<file path="src/rtl/board_irq_level_enc.sv">
module board_irq_level_enc #(
  parameter int NSRC   = 13,
  parameter int ADDR_W = 6,
  parameter int DATA_W = 16,
  parameter int LVL_W  = 4
) (
  input  logic              clk,
  input  logic              rst_n,
  input  logic [NSRC-1:0]   req,
  input  logic              wr_en,
  input  logic              rd_en,
  input  logic [ADDR_W-1:0] addr,
  input  logic [DATA_W-1:0] wdata,
  output logic [DATA_W-1:0] rdata,
  output logic [LVL_W-1:0]  irl_code,
  output logic              shutdown
);
  localparam logic [ADDR_W-1:0] OFF_MASK = ADDR_W'(6'h00);
  localparam logic [ADDR_W-1:0] OFF_PWR  = ADDR_W'(6'h30);
  localparam logic [ADDR_W-1:0] OFF_ID   = ADDR_W'(6'h32);
  localparam logic [ADDR_W-1:0] OFF_GPO  = ADDR_W'(6'h36);
  localparam logic [DATA_W-1:0] ID_VAL   = DATA_W'(16'h0010);
  localparam logic [LVL_W-1:0]  NONE_LVL = {LVL_W{1'b1}};

  function automatic logic [LVL_W-1:0] src_level(input int i);
    case (i)
      0: return LVL_W'(1);   1: return LVL_W'(2);   2: return LVL_W'(9);
      3: return LVL_W'(10);  4: return LVL_W'(3);   5: return LVL_W'(0);
      6: return LVL_W'(4);   7: return LVL_W'(5);   8: return LVL_W'(6);
      9: return LVL_W'(7);   10: return LVL_W'(8);  11: return LVL_W'(11);
      12: return LVL_W'(12);
      default: return NONE_LVL;
    endcase
  endfunction

  function automatic int src_bit(input int i);
    case (i)
      0: return 9;   1: return 8;   2: return 14;  3: return 13;
      4: return 12;  5: return 11;  6: return 10;  7: return 6;
      8: return 5;   9: return 4;   10: return 7;  11: return 0;
      12: return 15;
      default: return 0;
    endcase
  endfunction

  logic [DATA_W-1:0] mask_q, gpo_q, mon, mask_nxt, live;
  logic [LVL_W-1:0]  best;

  wire wr_mask = wr_en && (addr == OFF_MASK);
  wire wr_gpo  = wr_en && (addr == OFF_GPO);
  wire wr_pwr  = wr_en && (addr == OFF_PWR) && wdata[0];

  assign mask_nxt = wr_mask ? wdata : mask_q;
  assign live     = mon & mask_nxt;

  always_comb begin
    mon = '0;
    for (int i = 0; i < NSRC; i++)
      if (req[i]) mon[src_bit(i)] = 1'b1;
  end

  always_comb begin
    best = NONE_LVL;
    for (int i = 0; i < NSRC; i++)
      if (live[src_bit(i)] && (src_level(i) < best)) best = src_level(i);
  end

  always_ff @(posedge clk) begin
    if (!rst_n) begin
      mask_q   <= '0;
      gpo_q    <= '0;
      irl_code <= '0;
      shutdown <= 1'b0;
      rdata    <= '0;
    end else begin
      mask_q   <= mask_nxt;
      if (wr_gpo) gpo_q <= wdata;
      irl_code <= best ^ NONE_LVL;
      shutdown <= wr_pwr;
      if (rd_en) begin
        case (addr)
          OFF_MASK: rdata <= mask_q;
          OFF_GPO:  rdata <= gpo_q;
          OFF_ID:   rdata <= ID_VAL;
          default:  rdata <= '0;
        endcase
      end
    end
  end
endmodule

</file>
<file path="config.mk">
export PLATFORM = sky130hd
export DESIGN_NAME = board_irq_level_enc
export DESIGN_NICKNAME = d
export VERILOG_FILES = /design/src/rtl/board_irq_level_enc.sv
export SDC_FILE = /design/constraint.sdc
export NUM_CORES = 1
export LEC_CHECK = 0
export BUFFER_PORTS_ARGS = -buffer_cell sky130_fd_sc_hd__buf_4
export CELL_PAD_IN_SITES_DETAIL_PLACEMENT = 1
export CELL_PAD_IN_SITES_GLOBAL_PLACEMENT = 2
export CORE_ASPECT_RATIO = 1.25
export CORE_MARGIN = 2
export CORE_UTILIZATION = 32
export DETAILED_ROUTE_END_ITERATION = 10
export PLACE_DENSITY = 0.83
export SYNTH_ARGS = -nofsm -noshare
export SYNTH_HDL_FRONTEND = slang
export SYNTH_SLANG_ARGS = --single-unit
export TNS_END_PERCENT = 100
</file>
<file path="constraint.sdc">
create_clock -name clk -period 5.48 [get_ports clk]
set_clock_uncertainty 0.2 [all_clocks]
set_input_delay 0.822 -clock clk [delete_from_list [all_inputs] [get_ports clk]]
set_output_delay 0.822 -clock clk [all_outputs]
set_load 0.005 [all_outputs]
</file>
Word-level counts from Yosys, hierarchy flattened. Index checks and enable logic that the tools add are counted.

Bitwise gates (word level): 14. $lt $le $gt $ge: 38. Eq/ne operators: 3. Muxes and demuxes: 67. Reduce and logical (&&, ||, !) cells: 30.

Operator list (count): $ge A32 B1 Y1 const B (13); $lt A32 B6 Y1 const B (13); $mux W32 (13); $mux W16 (14); $or A16 B16 Y16 (12); $demux W1 S4 (13); $mux W4 (13); $pmux W16 S3 (1); $logic_and A1 B1 Y1 (29); $lt A4 B4 Y1 const A (5); $eq A6 B6 Y1 const B (3); $and A16 B16 Y16 (1); $lt A3 B4 Y1 const A (4); $mux W1 (13); $lt A2 B4 Y1 const A (2); $logic_not A6 Y1 (1); $lt A1 B4 Y1 const A (1); $not A4 Y4 (1).

Flip-flop bits (word level): 53. Input port bits: 39. Output and inout bits: 21. Logic and storage cells: 157.

Depth between registers and ports, before layout. Gate-level depths: netlist of the first run.

Word-level depth: 69. Mapped depth: 9.

Worst setup path before layout of the first run. No wires, ideal clock.

Path kind: input port to flip-flop. From: input addr[1]. To: register irl_code[0]. Path buffers: 2. Data required time: 5.158 ns. Stages on the path: 9. Library setup time: 0.122 ns. Setup slack: 2.501 ns. Data arrival time: 2.657 ns. Path through: nor4_4 and3_1 buf_2 buf_2 mux2i_1 o32ai_1 a22oi_1 o21bai_1 a221o_1.

Cells in the longest elaborated chain, start to end: 42.

RTL lines: start, declared (RTL line 12) `input logic [ADDR_W-1:0] addr,`; $logic_not A6 Y1 (*) (RTL line 49) `wire wr_mask = wr_en && (addr == OFF_MASK);`; $logic_and A1 B1 Y1 (*) (RTL line 49); $mux W16 (*) (RTL line 53) `assign mask_nxt = wr_mask ? wdata : mask_q;`; $and A16 B16 Y16 (*) (RTL line 54) `assign live = mon & mask_nxt;`; $mux W4 (RTL line 65) `if (live[src_bit(i)] && (src_level(i) < best)) best = src_level(i);`; $lt A2 B4 Y1 (RTL line 65); $logic_and A1 B1 Y1 (RTL line 65); $mux W4 (RTL line 65); [... 26 more ...]; $mux W4 (RTL line 65); $lt A4 B4 Y1 (RTL line 65); $logic_and A1 B1 Y1 (RTL line 65); $mux W4 (RTL line 65); $lt A4 B4 Y1 (RTL line 65); $logic_and A1 B1 Y1 (RTL line 65); $mux W4 (*) (RTL line 65); $not A4 Y4 (no line) (*); end signal, assigned (RTL line 78) `irl_code <= best ^ NONE_LVL;`; end, declared (RTL line 15) `output logic [LVL_W-1:0] irl_code,`.

Every way passes the cells marked *; elsewhere a longest branch is shown, timed or not. A chain may end at the register's enable or synchronous reset.

Worst setup path in the final report of the first run. Ends and elaborated chain as after synthesis.

==> results.md, run 1 <==
* Area grow syn2layout at 26.78%
* FF-to-FF End: irl_code[0]
* Max-slew violation count at 0
* Via count at approximately 2.2k
* YS warnings at 0
* Initial DRC count at between 100 and 150
* FF+latch area at between 0.001 and 0.0015 mm^2
* Placed cells at 405
* Core Region at ~0.007 mm^2
* Critical path's top delay family: compound AO/OA/AOI/OAI gates
* Library cells used by synthesis at 36
* Drt pass-1 iters at 4
* N_diodes at 0
* CTS Sinks at 53
* Worst-path cell chain: buf_4 > nor4_4 > and3_1 > mux2i_1 > a211oi_4 > o31ai_2 > a31o_1 > a221o_1
* WHS Endpoint: gpo_q[4]
* Post-DRT Antenna Nets at 0
* Die footprint at around 0.0079 mm^2
* Critical path buffers and inverters at 1
* WP data required at ~5500 ps
* Avg WL per Cell at roughly 17 um
* HP Start: gpo_q[4]
* Vias in the first global route at 2248
* Hold Vio Cnt, Final at 0
* Non-Filler Instances at 413
* Detailed Place HPWL at 4904 um
* Initial Utilization at 0.3321
* # hold bufs at CTS at 0
* Final TNS setup at 0 ps
* Min Tclk post-route at 3246 ps
* Hold Path Class: register to register
* LEAKAGE at ~1.1 nW
* Clock Path Buffers at 2
* Share of the synthesized area in the top cell type at 0.4579
* Syn nets at 311
* Global route overflow at 0
* # Post-CTS Setup Buffers at 0
* CTS tree: done
* Slowest cell on the critical path: and3_1
* Largest net degree at the start of global routing at between 40 and 50
* Count of state elements after synthesis at 53
* Area of the multi-input gates at approximately 0.0012 mm^2
* # fillers at around 850
* Unrepaired setup endpoints after global routing: no
* Global-route wire length before repair at roughly 11000 um
* Top-count cell post-synth: dfxtp_1
* Worst-margin pin slew at roughly 1000 ps
* Worst R2R Start: mask_q[8]
* I/O Buffers at 59
* Status: finished clean
* VDD IR max at approximately 0.00017 V
* RD Place Congestion at a little over 0.8
* CTS Buf Count at 5
* DIE HEIGHT at between 90 and 100 um
* Number of vias per cell at between 5 and 6
* Final WL at around 6800 um
* Nets at 361
* Max_cap viols at 0
* Resized cells post-CTS at 0
* CTS clk-pin slew, worst paths at roughly 100 ps
* EDFF count, synth at 0
* Worst r2r path cells at 5
* Drc violations at 0
* Critical Path AT at between 3000 and 4000 ps
* Post-synth top area cell: dfxtp_1
* Die Width at 80.11 um
* Most frequent cells after synthesis: 53 x dfxtp_1, 46 x nand2_1, 26 x a21oi_1, 24 x nor2_1, 18 x a22oi_1
* Avg Cell Area, Syn at between 8 and 9 um^2
* Final setup viols at 0
* Synth Instances at 272
* Placed Area at 0.002823 mm^2
* Asr flop ratio synth at 0
* Top_reg_cell synth: dfxtp_1
* Share of cells above drive strength 1 at 0.2384
* Setup CP Type: primary input to register
* Max stage delay on crit path at 610 ps
* GRT Total Usage at 0.1772
* Rel. slew slack at 0.3075
* CTS root buffer: clkbuf_8
* Final instance area at between 0.002 and 0.003 mm^2
* Post-Syn Area at 0.002317 mm^2
* CP Launch Type: primary input
* PwrDens at 243.4 mW/mm^2
* IO Count at 60
* Synth area leaders: dfxtp_1 46%, nand2_1 7.5%, a22oi_1 5.8%
* Initial antenna violation count at 0
* Crit path max fanout at 13
* Pwr Total at 0.7150 mW
* Hold Crit Depth at 2
* Max Freq at slightly above 0.3 GHz
* Final period util at 0.5924
* Post-synthesis sequential area ratio at 0.4579
* H-tree depth at 2
* Crit path capture type: register
* R2R setup slack at roughly 3400 ps
* Row cnt at 34
* Clock latency on the worst-skew pair at a little over 300 ps
[cell usage in the layout (no fill, tap or decap), types with 2 or more instances in the layout]
| master | count |
|---|---|
| nand3_1 | 17 |
| a21o_1 | 2 |
| nand2_1 | 46 |
| dfxtp_1 | 53 |
| clkbuf_8 | 5 |
| nor3_1 | 2 |
| a2bb2oi_1 | 15 |
| nand2b_1 | 2 |
| a22oi_1 | 18 |
| mux2i_1 | 8 |
| and3_1 | 2 |
| nand4_1 | 2 |
| inv_1 | 6 |
| o21ai_0 | 3 |
| and2_1 | 5 |
| mux2_2 | 2 |
| nor2b_1 | 2 |
| a31oi_1 | 3 |
| buf_4 | 61 |
| a21oi_1 | 26 |
| a221oi_1 | 2 |
| nor2_1 | 24 |
[through the flow]
stage / utilization / worst slack, ps / hold WS, ps
3_5_place_dp: 0.4046 / 1899 / 247.7
2_1_floorplan: - / 2501 / 233.2
6_report: 0.4211 / 2234 / 259.6
3_3_place_gp: 0.4046 / 2022 / 241.7
4_1_cts: 0.4211 / 2235 / 261.9
5_1_grt: 0.4211 / 2058 / 281.1
[area by class of cell]
type	instances	share of cell area
Timing Repair Buffer	61	0.1559
Clock inverter	3	0.01576
Multi-Input combinational cell	195	0.3978
Inverter	6	0.007666
Tap cell	90	0.03833
Clock buffer	5	0.02342
Sequential cell	53	0.3612
[how the worst max path moves through the flow]
| stage | start | end | slack, ps | cells past startpoint |
|---|---|---|---|---|
| final | addr[1] | irl_code[0] | 2230 | 8 |
| after global routing | addr[1] | irl_code[0] | 2060 | 8 |
| after CTS | addr[1] | irl_code[0] | 2240 | 8 |
| after detailed placement | addr[1] | irl_code[0] | 1900 | 8 |
| after global placement | addr[1] | irl_code[0] | 2020 | 8 |
| after floorplan | addr[1] | irl_code[0] | 2500 | 9 |
[power breakdown]
| group | switching, mW | internal [mW] |
|---|---|---|
| sequential | 0.000856 | 0.387 |
| clock | 0.135 | 0.137 |
| combinational | 0.0300 | 0.0252 |
| total | 0.166 | 0.549 |
[metal layers]
| layer | wire length, um | GRT usage | share of wire |
|---|---|---|---|
| met1 | 3075 | 0.2279 | 0.45 |
| met2 | 3470 | 0.3077 | 0.51 |
| met3 | 194 | 0.02632 | 0.028 |
| met4 | 74 | 0.04694 | 0.011 |
| met5 | 0 | 0 | 0 |
[state kept, by name (all words and copies together) (netlist names)]
name / flops
gpo_q: 16
irl_code: 4
mask_q: 16
rdata: 16
shutdown: 1
[cell families (layout without fill, tap and decap cells)]
| kind of cell | Yosys count | count (layout) | synth area share |
|---|---|---|---|
| mux | 11 | 11 | 0.05075 |
| compound gates | 78 | 78 | 0.2381 |
| buf+inv | 24 | 75 | 0.04049 |
| flops | 53 | 53 | 0.4579 |
| simple gates | 106 | 106 | 0.2127 |
[tightest hold or removal path, stage by stage, from the launching register on]
cell and delay (ps):
dfxtp_1 320, nand2_1 50, a21oi_1 50
(Power assumes the default switching activity.)
==> inputs of run 2 (changes only) <==
--- a/config.mk
+++ b/config.mk
@@ -5,14 +5,15 @@
 export SDC_FILE = /design/constraint.sdc
 export NUM_CORES = 1
 export LEC_CHECK = 0
+export ABC_AREA = 1
 export BUFFER_PORTS_ARGS = -buffer_cell sky130_fd_sc_hd__buf_4
 export CELL_PAD_IN_SITES_DETAIL_PLACEMENT = 1
 export CELL_PAD_IN_SITES_GLOBAL_PLACEMENT = 2
 export CORE_ASPECT_RATIO = 1.25
 export CORE_MARGIN = 2
-export CORE_UTILIZATION = 32
+export CORE_UTILIZATION = 29
 export DETAILED_ROUTE_END_ITERATION = 10
-export PLACE_DENSITY = 0.83
+export PLACE_DENSITY = 0.8
 export SYNTH_ARGS = -nofsm -noshare
 export SYNTH_HDL_FRONTEND = slang
 export SYNTH_SLANG_ARGS = --single-unit
==> constraint.sdc (replaced) <==
create_clock -name clk -period 3.3 [get_ports clk]
set_clock_uncertainty 0.2 [all_clocks]
set_input_delay 0.495 -clock clk [delete_from_list [all_inputs] [get_ports clk]]
set_output_delay 0.495 -clock clk [all_outputs]
set_load 0.005 [all_outputs]
==> run 2 against run 1 <==
  * Global-route usage decreased by 1.4 points
  * Non-clock buffer count increased by 1
  * Count of clock-buffer cells in the layout increased by 2
  * Wire length increased by 4.6%
  * Cell area increased by 4.6%
  * Clock power increased by 69%
  * First-iteration DRC count decreased by 32%
  * Sequential power increased by 66%
  * Combinational power increased by 79%
  * Critical path depth increased by 6
  * Highest routed layer unchanged
  * Utilization decreased by 4.8 points
==> results.md, run 2 <==
* Status: finished clean
* Max Freq at roughly 0.43 GHz
* Die Width at 86.21 um (+7.6%)
* Pwr Total at 1.204 mW (+68%)
* Share of the synthesized area in the top cell type at 0.4331 (-0.02479)
* Worst hold margin at 255.0 ps (-4.534 ps)
* Initial DRC count at 79 (-32%)
* CTS tree: done
* Final setup viols at 0 (unchanged)
* Global-route wire length before repair at 11760 um (+6.8%)
* Clock latency on the worst-skew pair at 300 ps (about the same)
* Simple-gate share of the synthesized area at 0.2671 (+0.05437)
* Setup CP Type: primary input to register
* Clock Path Buffers at 2 (unchanged)
* Final TNS setup at 0 ps (unchanged)
* H-tree depth at 2 (unchanged)
* Detailed Place HPWL at 5263 um (+7.3%)
* Top-count cell post-synth: nand2_1
* Synth area leaders: dfxtp_1 43%, nand2_1 11%, inv_1 7.7%
* Row cnt at 37 (+8.8%)
* DIE HEIGHT at 106.8 um (+7.7%)
* FF-to-FF End: irl_code[1]
* Hold Vio Cnt, Final at 0 (unchanged)
* Most frequent cells in the layout: 72 x nand2_1, 61 x buf_4, 53 x dfxtp_1, 50 x inv_1, 37 x a21oi_1
* Library cells used by synthesis at 33 (-8.3%)
* Final instance area at 0.003074 mm^2 (+4.6%)
* Most common cell after layout, fill and taps aside: nand2_1
* Max_cap viols at 0 (unchanged)
* RD Place Congestion at 0.7778 (-6.2%)
* FF+latch area at 0.001061 mm^2 (unchanged)
* Synth Instances at 343 (+26%)
* Drc violations at 0 (unchanged)
* Avg Cell Area, Syn at 7.142 um^2 (-16%)
* EDFF count, synth at 0 (unchanged)
* Critical Path AT at 2370 ps (-880 ps)
* IO Count at 60 (unchanged)
* Area of the multi-input gates at 0.001099 mm^2 (-6.0%)
* Area grow syn2layout at 25.49%
* Post-synthesis sequential area ratio at 0.4331 (-0.02479)
* Hold Path Class: register to register
* # hold bufs at CTS at 0 (unchanged)
* Fin worst setup slack at 969.8 ps (-1264 ps)
* VDD IR max at 0.0001673 V (+0.85%)
* Most frequent cells after synthesis: 72 x nand2_1, 53 x dfxtp_1, 50 x inv_1, 37 x a21oi_1, 32 x nor2_1
* Crit path max fanout at 12 (-1)
* # fillers at 1041 (+22%)
* Hold Crit Depth at 2 (unchanged)
* Rel. slew slack at 0.6235 (+0.3160)
* # Post-CTS Setup Buffers at 0 (unchanged)
* Post-DRT Antenna Nets at 0 (unchanged)
* Drt pass-1 iters at 4 (unchanged)
* Main combinational cell family by area after synthesis: simple AND/OR/NAND/NOR gates
* CTS Sinks at 53 (unchanged)
* Final period util at 0.7061
* Mux cell area share after synthesis at 0.008172 (-0.04258)
* LEAKAGE at 1.353 nW (+19%)
* Post-synthesis xor/xnor area fraction at 0 (unchanged)
* Post-Syn Area at 0.002450 mm^2 (+5.7%)
* Via count at 2343 (+9.0%)
* Worst r2r path cells at 11 (+6)
* Vias in the first global route at 2414 (+7.4%)
* Post-synth top area cell: dfxtp_1
* Setup WS pre-CTS at 622.7 ps (-1277 ps)
* WP data required at 3340 ps (-2140 ps)
* Compound-cell area share of the yosys netlist at 0.1731 (-0.06499)
* Max-slew violation count at 0 (unchanged)
* GRT Total Usage at 0.1630 (-0.01418)
* Number of vias per cell at 4.743 (-8.9%)
* N_diodes at 0 (unchanged)
* Initial antenna violation count at 0 (unchanged)
* Syn nets at 382 (+23%)
* CTS clk-pin slew, worst paths at 90 ps (about the same)
* Initial Utilization at 0.2973 (-0.03484)
* Unrepaired setup endpoints after global routing: no
* Largest net degree at the start of global routing at 35 (-27%)
* Placed Area at 0.002958 mm^2 (+4.8%)
* Resized cells post-CTS at 0 (unchanged)
* Core Region at 0.008240 mm^2 (+18%)
* PwrDens at 391.8 mW/mm^2 (+61%)
* Global route overflow at 0 (unchanged)
* Count of state elements after synthesis at 53 (unchanged)
* Final WL at 7129 um (+4.6%)
* Biggest regs: gpo_q x16, mask_q x16, rdata x16
* Share of cells above drive strength 1 at 0.2242 (-0.01421)
* Nets at 435 (+20%)
* YS warnings at 0 (unchanged)
* R2R setup slack at 1570 ps (-1800 ps)
* I/O Buffers at 59 (unchanged)
* Crit path capture type: register
* Asr flop ratio synth at 0 (unchanged)
* Worst R2R Start: mask_q[8]
* CTS root buffer: clkbuf_8
* Min Tclk post-route at approximately 2300 ps
* HP Start: gpo_q[1]
* CP Launch Type: primary input
* Top_reg_cell synth: dfxtp_1
* WHS Endpoint: gpo_q[1]
* Avg WL per Cell at 14.43 um (-13%)
* Worst-margin pin slew at 564.2 ps (-467.6 ps)
* Die footprint at 0.009204 mm^2 (+16%)
* Post-Synth Adder-Cell Area at 0 (unchanged)
* CTS Buf Count at 5 (unchanged)
==> run 2: worst max-delay path by stage <==
stage | start | to | slack (ps) | cells after the start
after global routing | addr[5] | irl_code[1] | 660 | 14
after detailed placement | addr[5] | irl_code[1] | 620 | 14
after global placement | addr[5] | irl_code[0] | 700 | 14
after floorplan | addr[5] | irl_code[0] | 1210 | 14
after CTS | addr[5] | irl_code[1] | 940 | 14
final | addr[3] | irl_code[1] | 970 | 14
==> run 2: power by group <==
group,internal (mW),switching (mW),leakage (nW)
Clock,0.248,0.213,0.0585
Combinational,0.0439,0.0550,0.868
Sequential,0.643,0.00117,0.427
==> run 2: layout make-up <==
cell class,instances,share of cell area
Multi-Input combinational cell,221,0.3573
Tap cell,97,0.03948
Clock inverter,1,0.009768
Clock buffer,7,0.02808
Sequential cell,53,0.3451
Timing Repair Buffer,62,0.1555
Inverter,53,0.06471
==> run 2: metrics by stage <==
stage / instances / utilization
final: 494 / 0.3731
after global routing: 494 / 0.3731
after CTS: 494 / 0.3731
after detailed placement: 486 / 0.3589
after global placement: 486 / 0.3589
after floorplan: 343 / -
==> run 2: kinds of logic (layout without fill, tap and decap cells) <==
kind of cell    Yosys count  after routing
compound gates           80             80
buf+inv                  69            123
flops                    53             53
mux                       2              2
simple gates            139            139
==> run 2: metal layers <==
layer | up-vias | share of wire | wire (um) | track usage
li1 | 1192 | - | - | -
met1 | 1102 | 0.42 | 2982 | 0.1855
met2 | 42 | 0.54 | 3845 | 0.3090
met3 | 7 | 0.031 | 218 | 0.02925
met4 | 0 | 0.012 | 82 | 0.04018
met5 | - | 0 | 0 | 0
==> run 2: critical path, stage by stage <==
cell     delay, ps
buf_4          120
nor2_2         140
nand2_2         90
nor2_4         290
nand3_1        170
nand3_1        210
nand2_4         70
nor2_4         140
nand3_2        100
nor2_4         140
nand2_1         80
nor2_2         100
nand4_2         90
a21oi_1        130
